==> src/rtl/dma_irq_pkg.sv <==
package dma_irq_pkg;

    // Interrupt sources; the packing order fixes the status bit positions.
    typedef struct packed {
        logic cof;      // bit 3: frame-end counter overflow
        logic buf_err;  // bit 2: buffer overrun/underrun
        logic eom;      // bit 1: end of message (frame)
        logic eot;      // bit 0: end of transfer
    } irq_vec_t;

    localparam int NUM_SRC = $bits(irq_vec_t);

    typedef enum logic [1:0] {
        SEL_STATUS  = 2'd0,
        SEL_ENABLE  = 2'd1,
        SEL_CONTROL = 2'd2,
        SEL_NONE    = 2'd3
    } reg_sel_e;

    typedef struct packed {
        logic chain;    // control bit 1
        logic cnt_en;   // control bit 0
    } ctrl_t;

    localparam int CTRL_W     = $bits(ctrl_t);
    localparam int CTRL_CLR   = 7;
    localparam int CNT_LSB    = 4;

    function automatic logic err_request(irq_vec_t st, irq_vec_t en);
        return (st.cof & en.cof) | (st.buf_err & en.buf_err);
    endfunction

    function automatic logic norm_request(irq_vec_t st, irq_vec_t en);
        return (st.eom & en.eom) | (st.eot & en.eot);
    endfunction

endpackage

==> src/rtl/dma_irq_fec.sv <==
module dma_irq_fec #(
    parameter int CNT_W = 4
) (
    input  logic             clk,
    input  logic             rst,
    input  logic             inc,
    input  logic             dec,
    input  logic             clr,
    output logic [CNT_W-1:0] cnt_q,
    output logic             full_hit
);
    localparam logic [CNT_W-1:0] CNT_MAX = '1;

    logic dec_ok;
    logic at_max;

    always_comb begin
        dec_ok   = dec && (cnt_q != '0);
        at_max   = (cnt_q == CNT_MAX);
        // one more pending event than the counter can hold
        full_hit = inc && !dec_ok && !clr && at_max;
    end

    always_ff @(posedge clk) begin
        if (rst) begin
            cnt_q <= '0;
        end else if (clr) begin
            cnt_q <= '0;
        end else if (inc && !dec_ok && !at_max) begin
            cnt_q <= cnt_q + 1'b1;
        end else if (dec_ok && !inc) begin
            cnt_q <= cnt_q - 1'b1;
        end
    end
endmodule

==> src/rtl/dma_irq_flags.sv <==
module dma_irq_flags #(
    parameter int N = 4
) (
    input  logic         clk,
    input  logic         rst,
    input  logic [N-1:0] set_i,
    input  logic [N-1:0] w1c_i,
    output logic [N-1:0] q
);
    for (genvar i = 0; i < N; i++) begin : g_flag
        always_ff @(posedge clk) begin
            if (rst) begin
                q[i] <= 1'b0;
            end else if (set_i[i]) begin
                q[i] <= 1'b1;       // event beats a clear in the same cycle
            end else if (w1c_i[i]) begin
                q[i] <= 1'b0;
            end
        end
    end
endmodule

==> src/rtl/dma_irq_unit.sv <==
module dma_irq_unit
    import dma_irq_pkg::*;
#(
    parameter int ADDR_W = 16,
    parameter int CNT_W  = 4,
    parameter int DATA_W = 8
) (
    input  logic              clk,
    input  logic              rst,
    input  logic              ev_frame_end,
    input  logic              ev_xfer_done,
    input  logic              ev_xfer_req,
    input  logic [ADDR_W-1:0] cur_desc_addr,
    input  logic [ADDR_W-1:0] err_desc_addr,
    input  logic              reg_wr,
    input  logic [1:0]        reg_sel,
    input  logic [DATA_W-1:0] reg_wdata,
    output logic [DATA_W-1:0] reg_rdata,
    output logic              irq_err,
    output logic              irq_norm
);
    localparam int CNT_TOP = CNT_LSB + CNT_W;

    reg_sel_e         sel;
    logic             wr_stat, wr_en, wr_ctrl;
    logic             clr_cmd;
    irq_vec_t         w1c;
    irq_vec_t         set_ev;
    irq_vec_t         flags_q;
    irq_vec_t         status_vis;
    irq_vec_t         en_q;
    ctrl_t            ctrl_q;
    logic             fe_live;
    logic             cnt_inc;
    logic             cnt_dec;
    logic             full_hit;
    logic [CNT_W-1:0] cnt_q;

    // ---------------- register decode ----------------
    always_comb begin
        sel     = reg_sel_e'(reg_sel);
        wr_stat = reg_wr && (sel == SEL_STATUS);
        wr_en   = reg_wr && (sel == SEL_ENABLE);
        wr_ctrl = reg_wr && (sel == SEL_CONTROL);
        clr_cmd = wr_ctrl && reg_wdata[CTRL_CLR];
        w1c     = wr_stat ? irq_vec_t'(reg_wdata[NUM_SRC-1:0]) : '0;
    end

    always_ff @(posedge clk) begin
        if (rst) begin
            en_q   <= '0;
            ctrl_q <= '0;
        end else begin
            if (wr_en)   en_q   <= irq_vec_t'(reg_wdata[NUM_SRC-1:0]);
            if (wr_ctrl) ctrl_q <= ctrl_t'(reg_wdata[CTRL_W-1:0]);
        end
    end

    // ---------------- event qualification ----------------
    always_comb begin
        fe_live        = ev_frame_end && ctrl_q.chain;
        cnt_inc        = fe_live && ctrl_q.cnt_en;
        cnt_dec        = w1c.eom;
        set_ev.eot     = ev_xfer_done;
        set_ev.buf_err = ev_xfer_req && (cur_desc_addr == err_desc_addr);
        set_ev.eom     = fe_live;
        set_ev.cof     = full_hit;
    end

    dma_irq_fec #(.CNT_W(CNT_W)) u_fec (
        .clk      (clk),
        .rst      (rst),
        .inc      (cnt_inc),
        .dec      (cnt_dec),
        .clr      (clr_cmd),
        .cnt_q    (cnt_q),
        .full_hit (full_hit)
    );

    dma_irq_flags #(.N(NUM_SRC)) u_flags (
        .clk   (clk),
        .rst   (rst),
        .set_i (set_ev),
        .w1c_i (w1c),
        .q     (flags_q)
    );

    // ---------------- visible status, requests, read ----------------
    always_comb begin
        status_vis     = flags_q;
        status_vis.eom = flags_q.eom | (ctrl_q.cnt_en && (cnt_q != '0));
        irq_err        = err_request(status_vis, en_q);
        irq_norm       = norm_request(status_vis, en_q);
    end

    always_comb begin
        reg_rdata = '0;
        unique case (sel)
            SEL_STATUS:  reg_rdata[NUM_SRC-1:0] = status_vis;
            SEL_ENABLE:  reg_rdata[NUM_SRC-1:0] = en_q;
            SEL_CONTROL: begin
                reg_rdata[CTRL_W-1:0]        = ctrl_q;
                reg_rdata[CNT_TOP-1:CNT_LSB] = cnt_q;
            end
            default:     reg_rdata = '0;
        endcase
    end
endmodule

==> config.mk <==
export PLATFORM = sky130hd
export DESIGN_NAME = dma_irq_unit
export DESIGN_NICKNAME = d
export VERILOG_FILES = /design/src/rtl/dma_irq_pkg.sv /design/src/rtl/dma_irq_fec.sv /design/src/rtl/dma_irq_flags.sv /design/src/rtl/dma_irq_unit.sv
export SDC_FILE = /design/constraint.sdc
export NUM_CORES = 1
export LEC_CHECK = 0
export CAP_MARGIN = 5
export CELL_PAD_IN_SITES_DETAIL_PLACEMENT = 1
export CELL_PAD_IN_SITES_GLOBAL_PLACEMENT = 2
export CORE_MARGIN = 2
export CORE_UTILIZATION = 22
export CTS_CLUSTER_SIZE = 24
export DETAILED_ROUTE_END_ITERATION = 10
export HOLD_SLACK_MARGIN = 0.1
export PLACE_DENSITY = 0.81
export REMOVE_ABC_BUFFERS = 1
export SETUP_SLACK_MARGIN = 0.3
export SLEW_MARGIN = 20
export SYNTH_ARGS = -nofsm -noshare
export SYNTH_HDL_FRONTEND = slang
export SYNTH_HIERARCHICAL = 1
export SYNTH_SLANG_ARGS = --single-unit
==> constraint.sdc <==
create_clock -name clk -period 5.6 [get_ports clk]
set_input_delay 1.68 -clock clk [delete_from_list [all_inputs] [get_ports clk]]
set_output_delay 1.68 -clock clk [all_outputs]
set_load 0.02 [all_outputs]
== Yosys cells after proc, flatten, opt, wreduce, memory -nomap -nowiden ==
Cells that the tools add are included.

* Register bits: 14
* Input bits: 48
* Output and inout bits: 10

* Add/sub/neg operators: 2
* Eq/ne operators: 4
* Mux-type cells: 14
* Bitwise operators: 7
* Reduce and logical (&&, ||, !) cells: 26

{| class="wikitable"
|+ Operator list
! cell !! number
|-
| $eq A16 B16 Y1 || 1
|-
| $mux W4 || 4
|-
| $logic_and A1 B1 Y1 || 14
|-
| $reduce_bool A2 Y1 || 5
|-
| $mux W1 || 8
|-
| $pmux W2 S3 || 1
|-
| $add A4 B1 Y4 const B || 1
|-
| $and A1 B1 Y1 || 4
|-
| $eq A4 B4 Y1 const B || 1
|-
| $logic_not A1 Y1 || 4
|-
| $pmux W2 S2 || 1
|-
| $reduce_bool A4 Y1 || 1
|-
| $sub A4 B1 Y4 const B || 1
|-
| $or A1 B1 Y1 || 3
|-
| $eq A2 B1 Y1 const B || 1
|-
| $eq A2 B2 Y1 const B || 1
|-
| $logic_not A2 Y1 || 1
|-
| $reduce_or A2 Y1 || 1
|}

== Depth between registers and ports, before layout ==
Gate-level depths: netlist of run 1.

* Depth after elaboration: 9
* Gate-level depth with buffers: 10
* Gate-level depth less buffers: 9

== By module ==
The synthesis of run 1 kept the hierarchy.

{| class="wikitable"
|+ By module, submodules not included
! module !! times used !! cells each !! area each (um2) !! seq. area each (um2)
|-
| dma_irq_unit || 1 || 73 || 585.6 || 120.1
|-
| dma_irq_fec || 1 || 44 || 365.4 || 80.1
|-
| dma_irq_flags || 1 || 16 || 140.1 || 80.1
|}

== Worst setup path after synthesis of run 1 ==
OpenSTA, ideal clock, no wires.

* Path type: input port to output port
* Start point: input port reg_sel[0]
* End point: output port reg_rdata[0]
* Data arrival time: 2.430 ns
* Required time: 3.920 ns
* Setup slack: 1.490 ns
* Stages on the path: 3
* Cells stage by stage: buf_2 mux2i_1 o21ai_0

* Longest elaborated chain between the ends: 2

{| class="wikitable"
|+ Ends and longest elaborated chain
! item !! RTL line !! text
|-
| from (decl) || dma_irq_unit.sv:16 || <nowiki>input logic [1:0] reg_sel,</nowiki>
|-
| $eq A2 B2 Y1, or another cell as far along || dma_irq_unit.sv:98 || <nowiki>unique case (sel)</nowiki>
|-
| $pmux W2 S3 (*) || dma_irq_unit.sv:98 ||
|-
| to (decl) || dma_irq_unit.sv:18 || <nowiki>output logic [DATA_W-1:0] reg_rdata,</nowiki>
|}

Every way passes the cells marked *; elsewhere a longest branch is shown, timed or not.

== Worst setup path after layout of run 1 ==
* Start point: input port reg_sel[1]
* End point: output port reg_rdata[0]

The elaborated chain is that of the path after synthesis.

==> qor.csv, run 1 <==
metric,value,unit
MaxCap Viol Count,0,
post-DP HPWL,2780,microns
Placement Cell Area,1700,sq um
die footprint,5540,sq um
Crit Path Class,input pin to primary output,
Hold Path Class,register to register,
Synth Area per Inst,8.20,sq um
RSZ-0062 raised after global routing,false,
hold slack,492,ps
critical-path maximum fanout,10,
root buf cell,clkbuf_8,
Setup crit start kind,input pin,
Final Slew Violations,0,
Synth Instances,133,
Static Leak,0.668,nW
Post-synth EDFFs,0,
via count,1174,
DR pass1 iterations,3,
share of post-route cells with drive strength above 1,0.0529,
largest net degree at the start of global routing,15,
Worst Skew,1.05,ps
most common flop cell mapped by yosys,dfxtp_1,
"most used cell, CP",clkdlybuf4s50_1,
Ports,58,
setup violators final,0,
status,"complete, no violations",
CTS tree,built,
hold endpoint,u_flags/q[3],
placed cells,252,
initial antenna violation count,0,
Slew headroom,0.649,
PD cells,153,nW/um^2
Synth Cell Area,1090,sq um
"Seq/Total Area, Yosys",0.257,
initial core utilization,0.229,
Final GP Congestion,0.749,
Final period util,0.899,
"Design Area, Final",1760,sq um
Async SR Flop Fraction,0,
Synth warnings,6,
core area,4750,sq um
Worst EP required,3920,ps
Tmin final,5030,ps
TNS Setup,0,ps
final net count,241,
highest clock rate,0.199,GHz
WHS Path Cells,2,
"Distinct cells, synth",34,
port buffer count,54,
# rows,25,
# Post-CTS Setup Buffers,0,
Max Root-Sink Buffers,2,
worst r2r src,u_fec/cnt_q[0],
FF-to-FF setup slack,3260,ps
worst slew pin tran,525,ps
Final Hold Violating Endpoints,0,
Max stage delay on crit path,630,ps
n_diodes,0,
Vias per Instance,4.59,
CTS H-tree depth,1,
Non-Filler Instances,256,
RR Endpoint,u_fec/cnt_q[3],
Crit. End Element,primary output,
post_cts resized,0,
vias in the first global route,1354,
"antenna viol nets, final",0,
Clock transition at path regs,60,ps
Die X,74.4,microns
HP Start,u_flags/q[3],
CTS Sinks,14,
Congestion Overflow GR,0,
CP cell instances,clkdlybuf4s50_1 > nor2b_1 > buf_4 > nand2_1 > o21ai_0 > clkdlybuf4s50_1,
first-pass GRT wire length,5620,microns
CTS Buf Count,3,
Tot GR Track Use,0.130,
filler cell count,586,
CP arrival,3350,ps
Die H,74.4,microns
slowest CP cell,clkdlybuf4s50_1,
CTS Hold Buffers Added,0,
"wirelength, routed",3330,microns
First DRT Iteration DRCs,81,
peak supply drop,0.0684,mV
area delta synth->final,61.2,%
clk_lat worst skew,240,ps
DR WL/cell,13.0,microns
"flops & latches, synth",14,
reg2reg path depth,7,
DR DRC count,0,
==> how the worst max path moves through the flow <==
stage | startpoint | endpoint | cells after the start
after global routing | reg_sel[1] | reg_rdata[0] | 6
after CTS | reg_sel[1] | reg_rdata[1] | 6
after global placement | reg_sel[1] | reg_rdata[1] | 6
after detailed placement | reg_sel[1] | reg_rdata[1] | 6
after floorplan | reg_sel[1] | reg_rdata[0] | 3
final | reg_sel[1] | reg_rdata[0] | 6
==> layout make-up <==
| type | count | area [sq um] | area share |
|---|---|---|---|
| tap | 67 | 83.8 | 0.0477 |
| multi-input combinational | 109 | 762 | 0.433 |
| sequential | 14 | 280 | 0.159 |
| clock buffer | 4 | 55.1 | 0.0313 |
| timing repair buffer | 56 | 556 | 0.316 |
| inverter | 6 | 22.5 | 0.0128 |
==> routing by layer <==
layer  global-route usage  vias to the layer above  share of wire
li1                     -                      581              -
met3               0.0190                        6          0.046
met4               0.0456                        0          0.015
met1                0.134                      546           0.38
met2                0.262                       41           0.56
met5                    0                        -              0
==> critical path, delay by kind of cell <==
kind | cells | cell delay [ps]
buffers and inverters | 3 | 1380
AOI/OAI and AO/OA | 1 | 70
and+or+nand+nor | 2 | 230
==> stage by stage <==
| step | utilization | power (mW) | setup WS (ps) |
|---|---|---|---|
| 2_1_floorplan | - | 0.127 | 1580 |
| 3_3_place_gp | 0.358 | 0.168 | 568 |
| 3_5_place_dp | 0.358 | 0.171 | 541 |
| 4_1_cts | 0.370 | 0.272 | 541 |
| 5_1_grt | 0.370 | 0.279 | 467 |
| 6_report | 0.370 | 0.268 | 566 |
==> registers in the layout (all words and copies together) (netlist names) <==
name / flops
ctrl_q: 2
en_q: 4
u_fec/cnt_q: 4
u_flags/q: 4
==> synth_stat cells (3+ instances only) <==
cell,n,share of area
nor4_1,3,0.017
nand2b_1,5,0.029
a21oi_1,7,0.032
xnor2_1,12,0.096
xor2_1,5,0.040
mux2i_1,12,0.11
nor2_1,9,0.031
dfxtp_1,14,0.26
inv_1,6,0.021
nand4_1,4,0.023
and2_1,10,0.057
nand2_1,13,0.045
nand3_1,5,0.023
==> cells in the final DEF (no fill, tap or decap), types with 3 or more instances in the layout <==
| cell | netlist | final |
|---|---|---|
| a21oi_1 | 7 | 7 |
| and2_1 | 10 | 10 |
| clkbuf_8 | 0 | 4 |
| clkdlybuf4s50_1 | 0 | 54 |
| dfxtp_1 | 14 | 14 |
| inv_1 | 6 | 6 |
| mux2i_1 | 12 | 12 |
| nand2_1 | 13 | 13 |
| nand2b_1 | 5 | 5 |
| nand3_1 | 5 | 5 |
| nand4_1 | 4 | 4 |
| nor2_1 | 9 | 9 |
| nor4_1 | 3 | 3 |
| xnor2_1 | 12 | 12 |
| xor2_1 | 5 | 5 |
==> logic make-up after synthesis <==
family	synth area share
simple gates	0.287
compound gates	0.124
xor+xnor	0.136
flops	0.257
mux	0.110
buf+inv	0.0447
fa+ha+maj	0.0413
==> report_power, final <==
| part | switching (mW) | internal (mW) |
|---|---|---|
| clock network | 0.0383 | 0.0623 |
| registers | 0.00189 | 0.102 |
| logic | 0.0221 | 0.0420 |
Note: power is estimated with default switching activity, not from simulation.
==> run 2: changes to the inputs <==
- PLACE_DENSITY: 0.81 -> unset
- PLACE_DENSITY_LB_ADDON: unset -> 0.1
==> qor.csv, run 2 (same netlist as run 1, synthesis figures left out) <==
metric,value,unit,change
initial core utilization,0.229,,unchanged
met2 Use GR,0.238,,-0.0236
"commonest non-fill, non-tap cell in the layout",clkdlybuf4s50_1,,
MaxCap Viol Count,0,,unchanged
DR WL/cell,13.5,microns,+3.8%
highest clock rate,0.197,GHz,-0.71%
CTS Sinks,14,,unchanged
power consumption,0.272,mW,+1.5%
share of post-route cells with drive strength above 1,0.0529,,unchanged
critical-path maximum fanout,10,,unchanged
DR pass1 iterations,4,,+1
CP arrival,3390,ps,+40 ps
CTS H-tree depth,1,,unchanged
CTS tree,built,,
Tmin final,5070,ps,+36.2 ps
Vias per Instance,4.61,,+0.60%
"antenna viol nets, final",0,,unchanged
CTS Buf Count,3,,unchanged
FF-to-FF setup slack,3340,ps,+80 ps
Die X,74.4,microns,unchanged
Clock transition at path regs,70,ps,about the same
GR peak layer,met2,,
Final GP Congestion,0.711,,-5.1%
CTS Hold Buffers Added,0,,unchanged
port buffer count,54,,unchanged
filler cell count,589,,+0.51%
post_cts resized,0,,unchanged
Congestion Overflow GR,0,,unchanged
worst slew pin tran,577,ps,+51.7 ps
Largest regs,"en_q x4, u_fec/cnt_q x4, u_flags/q x4",,
Crit. End Element,primary output,,
core area,4750,sq um,unchanged
Die H,74.4,microns,unchanged
WHS Path Cells,2,,unchanged
# rows,25,,unchanged
DR DRC count,0,,unchanged
PD cells,155,nW/um^2,+1.5%
post-DP HPWL,2870,microns,+3.4%
First DRT Iteration DRCs,29,,-64%
first-pass GRT wire length,5490,microns,-2.2%
"wirelength, routed",3450,microns,+3.8%
die footprint,5540,sq um,unchanged
via count,1181,,+0.60%
vias in the first global route,1233,,-8.9%
Worst EP required,3920,ps,about the same
Static Leak,0.668,nW,unchanged
n_diodes,0,,unchanged
worst r2r src,u_fec/cnt_q[0],,
initial antenna violation count,0,,unchanged
Tot GR Track Use,0.130,,-0.000242
RSZ-0062 raised after global routing,false,,
RR Endpoint,u_fec/cnt_q[3],,
met3 Use GR,0.0312,,+0.0122
Ports,58,,unchanged
Max Root-Sink Buffers,2,,unchanged
Crit Path Class,input pin to primary output,,
GR Util met1,0.148,,+0.0140
most frequent cells in the layout,"clkdlybuf4s50_1, dfxtp_1, nand2_1",,
TNS Setup,0,ps,unchanged
reg2reg path depth,7,,unchanged
Final period util,0.905,,+0.00647
# Post-CTS Setup Buffers,0,,unchanged
Setup crit start kind,input pin,,
area delta synth->final,61.2,%,unchanged
Hold Path Class,register to register,,
final net count,241,,unchanged
clk_lat worst skew,250,ps,about the same
register area,280,sq um,unchanged
setup violators final,0,,unchanged
Worst Skew,1.42,ps,+0.366 ps
Final Slew Violations,0,,unchanged
hold endpoint,u_flags/q[1],,
largest net degree at the start of global routing,15,,unchanged
root buf cell,clkbuf_8,,
Final Hold Violating Endpoints,0,,unchanged
multi-input logic area,762,sq um,unchanged
Slew headroom,0.614,,-0.0346
peak supply drop,0.0855,mV,+25%
status,"complete, no violations",,
HP Start,u_flags/q[1],,
-- run 2: metal layers --
layer / vias up / routed length (microns) / share of wire
met5: - / 0 / 0
met4: 0 / 25 / 0.0072
met3: 4 / 133 / 0.039
met2: 27 / 1880 / 0.54
met1: 570 / 1420 / 0.41
li1: 580 / - / -
-- run 2: layout make-up --
class | instances | share of cell area
multi-input combinational | 109 | 0.433
tap | 67 | 0.0477
timing repair buffer | 56 | 0.316
clock buffer | 4 | 0.0313
inverter | 6 | 0.0128
sequential | 14 | 0.159
-- run 2: stage by stage --
step                hold slack (ps)  std cells  instance area (sq um)   util  setup slack [ps]
global placement                463        252                   1700  0.358               528
CTS                             481        256                   1760  0.370               505
floorplan                       439        129                   1060      -              1580
global route                    518        256                   1760  0.370               435
detailed placement              466        252                   1700  0.358               517
finish                          474        256                   1760  0.370               529
-- run 2: worst max path at each step --
stage                from      endpoint  slack (ps)  depth (start not counted)
2_1_floorplan  reg_sel[1]  reg_rdata[0]        1580                          3
3_3_place_gp   reg_sel[1]  reg_rdata[0]         530                          6
3_5_place_dp   reg_sel[1]  reg_rdata[0]         520                          6
4_1_cts        reg_sel[1]  reg_rdata[0]         500                          6
5_1_grt        reg_sel[1]  reg_rdata[1]         430                          6
6_report       reg_sel[1]  reg_rdata[0]         530                          6
-- run 2: where the power goes --
group | switching (mW) | total [mW] | internal, mW
registers | 0.00186 | 0.104 | 0.102
clock network | 0.0421 | 0.104 | 0.0624
logic | 0.0222 | 0.0642 | 0.0420
total | 0.0662 | 0.272 | 0.206
-- run 2: worst max-delay path: stages --
cell and delay (ps):
clkdlybuf4s50_1 600, nor2b_1 170, buf_4 170, nand2_1 60
o21ai_0 70, clkdlybuf4s50_1 630
==> run 3: changes to the inputs <==
- CORE_MARGIN: 2 -> 4
- CORE_UTILIZATION: 22 -> 21
- clock period: 5.6 -> 4.8 ns (I/O delays scaled with it)
==> qor.csv, run 3 (same netlist as run 1, synthesis figures left out) <==
metric,value,unit,change
Final Slew Violations,0,,unchanged
DR pass1 iterations,4,,unchanged
"commonest non-fill, non-tap cell in the layout",clkdlybuf4s50_1,,
CTS tree,built,,
Largest regs,"en_q x4, u_fec/cnt_q x4, u_flags/q x4",,
core area,4880,sq um,+2.6%
Tot GR Track Use,0.113,,-0.0163
MaxCap Viol Count,0,,unchanged
critical-path maximum fanout,6,,-4
post-DP HPWL,2920,microns,+1.7%
die footprint,6410,sq um,+16%
Crit Path Class,input pin to primary output,,
Max Root-Sink Buffers,2,,unchanged
Final GP Congestion,0.723,,+1.8%
HP Start,u_flags/q[1],,
FF-to-FF setup slack,2590,ps,-750 ps
port buffer count,54,,unchanged
Crit. End Element,primary output,,
reg2reg path depth,7,,unchanged
clk_lat worst skew,250,ps,about the same
filler cell count,595,,+1.0%
Clock transition at path regs,60,ps,about the same
DR WL/cell,13.5,microns,-0.13%
"wirelength, routed",3460,microns,+0.26%
final net count,242,,+0.41%
PD cells,177,nW/um^2,+14%
most frequent cells in the layout,"clkdlybuf4s50_1, dfxtp_1, nand2_1",,
via count,1144,,-3.1%
highest clock rate,0.226,GHz,
largest net degree at the start of global routing,15,,unchanged
"antenna viol nets, final",0,,unchanged
Die H,80.1,microns,+7.6%
Final Hold Violating Endpoints,0,,unchanged
Slew headroom,0.646,,+0.0316
CP arrival,2980,ps,-410 ps
n_diodes,0,,unchanged
CTS H-tree depth,1,,unchanged
First DRT Iteration DRCs,47,,+62%
CTS Sinks,14,,unchanged
Hold Path Class,register to register,,
root buf cell,clkbuf_8,,
area delta synth->final,62.8,%,
Placement Cell Area,1710,sq um,+0.44%
RR Endpoint,u_fec/cnt_q[3],,
RSZ-0062 raised after global routing,true,,
Die X,80.1,microns,+7.6%
Congestion Overflow GR,0,,unchanged
# Post-CTS Setup Buffers,0,,unchanged
share of post-route cells with drive strength above 1,0.0632,,+0.0102
Tmin final,4420,ps,
initial core utilization,0.224,,-0.00588
crit path to,reg_rdata[0],,
CP startpoint,reg_sel[0],,
Final period util,0.921,,
status,"complete, no violations",,
setup violators final,0,,unchanged
Setup crit start kind,input pin,,
Worst Skew,0.427,ps,-0.991 ps
Vias per Instance,4.45,,-3.5%
# rows,25,,unchanged
hold slack,477,ps,+3.20 ps
worst slew pin tran,530,ps,-47.3 ps
CTS Buf Count,3,,unchanged
initial antenna violation count,0,,unchanged
Static Leak,0.696,nW,+4.2%
vias in the first global route,1202,,-2.5%
"Design Area, Final",1780,sq um,+1.0%
worst r2r src,u_fec/cnt_q[0],,
Worst EP required,3360,ps,-560 ps
peak supply drop,0.108,mV,+26%
Ports,58,,unchanged
TNS Setup,0,ps,unchanged
first-pass GRT wire length,5730,microns,+4.3%
DR DRC count,0,,unchanged
==> run 3: changes by cell type in the layout (fill, tap and decap cells not counted) <==
cell and change:
buf_4 +1, nor2b_4 +1, nor2b_1 -1, dlymetal6s2s_1 +1, clkdlybuf4s50_1 -1
==> run 3: worst min-delay path by stage <==
| stage | endpoint | slack (ps) | cells past startpoint |
|---|---|---|---|
| finish | u_flags/q[1] | 480 | 2 |
| global placement | u_flags/q[1] | 460 | 2 |
| floorplan | u_flags/q[1] | 440 | 2 |
| detailed placement | u_flags/q[1] | 470 | 2 |
| CTS | u_flags/q[1] | 480 | 2 |
| global route | u_flags/q[1] | 500 | 2 |
==> run 3: per-layer routing <==
metal	GRT usage	vias up	part of all wire
met1	0.149	518	0.47
li1	-	585	-
met2	0.184	37	0.47
met3	0.0359	4	0.055
met5	0	-	0
met4	0.0203	0	0.0072
==> run 3: critical path, cell delays in order <==
cell             delay (ps)
clkdlybuf4s50_1         520
buf_4                   180
mux2i_1                  70
o21ai_0                 140
clkdlybuf4s50_1         620
==> run 3: cell type report <==
| cell class | instances | area (sq um) | share of cell area |
|---|---|---|---|
| Clock buffer | 4 | 55.1 | 0.0310 |
| Tap cell | 67 | 83.8 | 0.0472 |
| Multi-Input combinational cell | 109 | 769 | 0.433 |
| Inverter | 6 | 22.5 | 0.0127 |
| Timing Repair Buffer | 57 | 566 | 0.318 |
| Sequential cell | 14 | 280 | 0.158 |
==> run 3: repair_timing <==
item,CTS,global route
cloned,0,0
hold buffers,0,0
setup endpoints to repair,6,3
resized for setup,1,2
==> run 3: per-stage QoR <==
stage | utilization | worst slack, ps | total power, mW | instances
after detailed placement | 0.351 | 211 | 0.200 | 253
after floorplan | - | 1260 | 0.148 | 129
final | 0.364 | 378 | 0.314 | 257
after global placement | 0.351 | 252 | 0.198 | 253
after CTS | 0.363 | 335 | 0.321 | 257
after global routing | 0.364 | 297 | 0.333 | 257
==> run 3: power breakdown <==
| part | switching (mW) | total (mW) | internal, mW | leakage [nW] |
|---|---|---|---|---|
| logic | 0.0260 | 0.0759 | 0.0499 | 0.554 |
| clock network | 0.0443 | 0.117 | 0.0727 | 0.0288 |
| registers | 0.00229 | 0.121 | 0.119 | 0.114 |
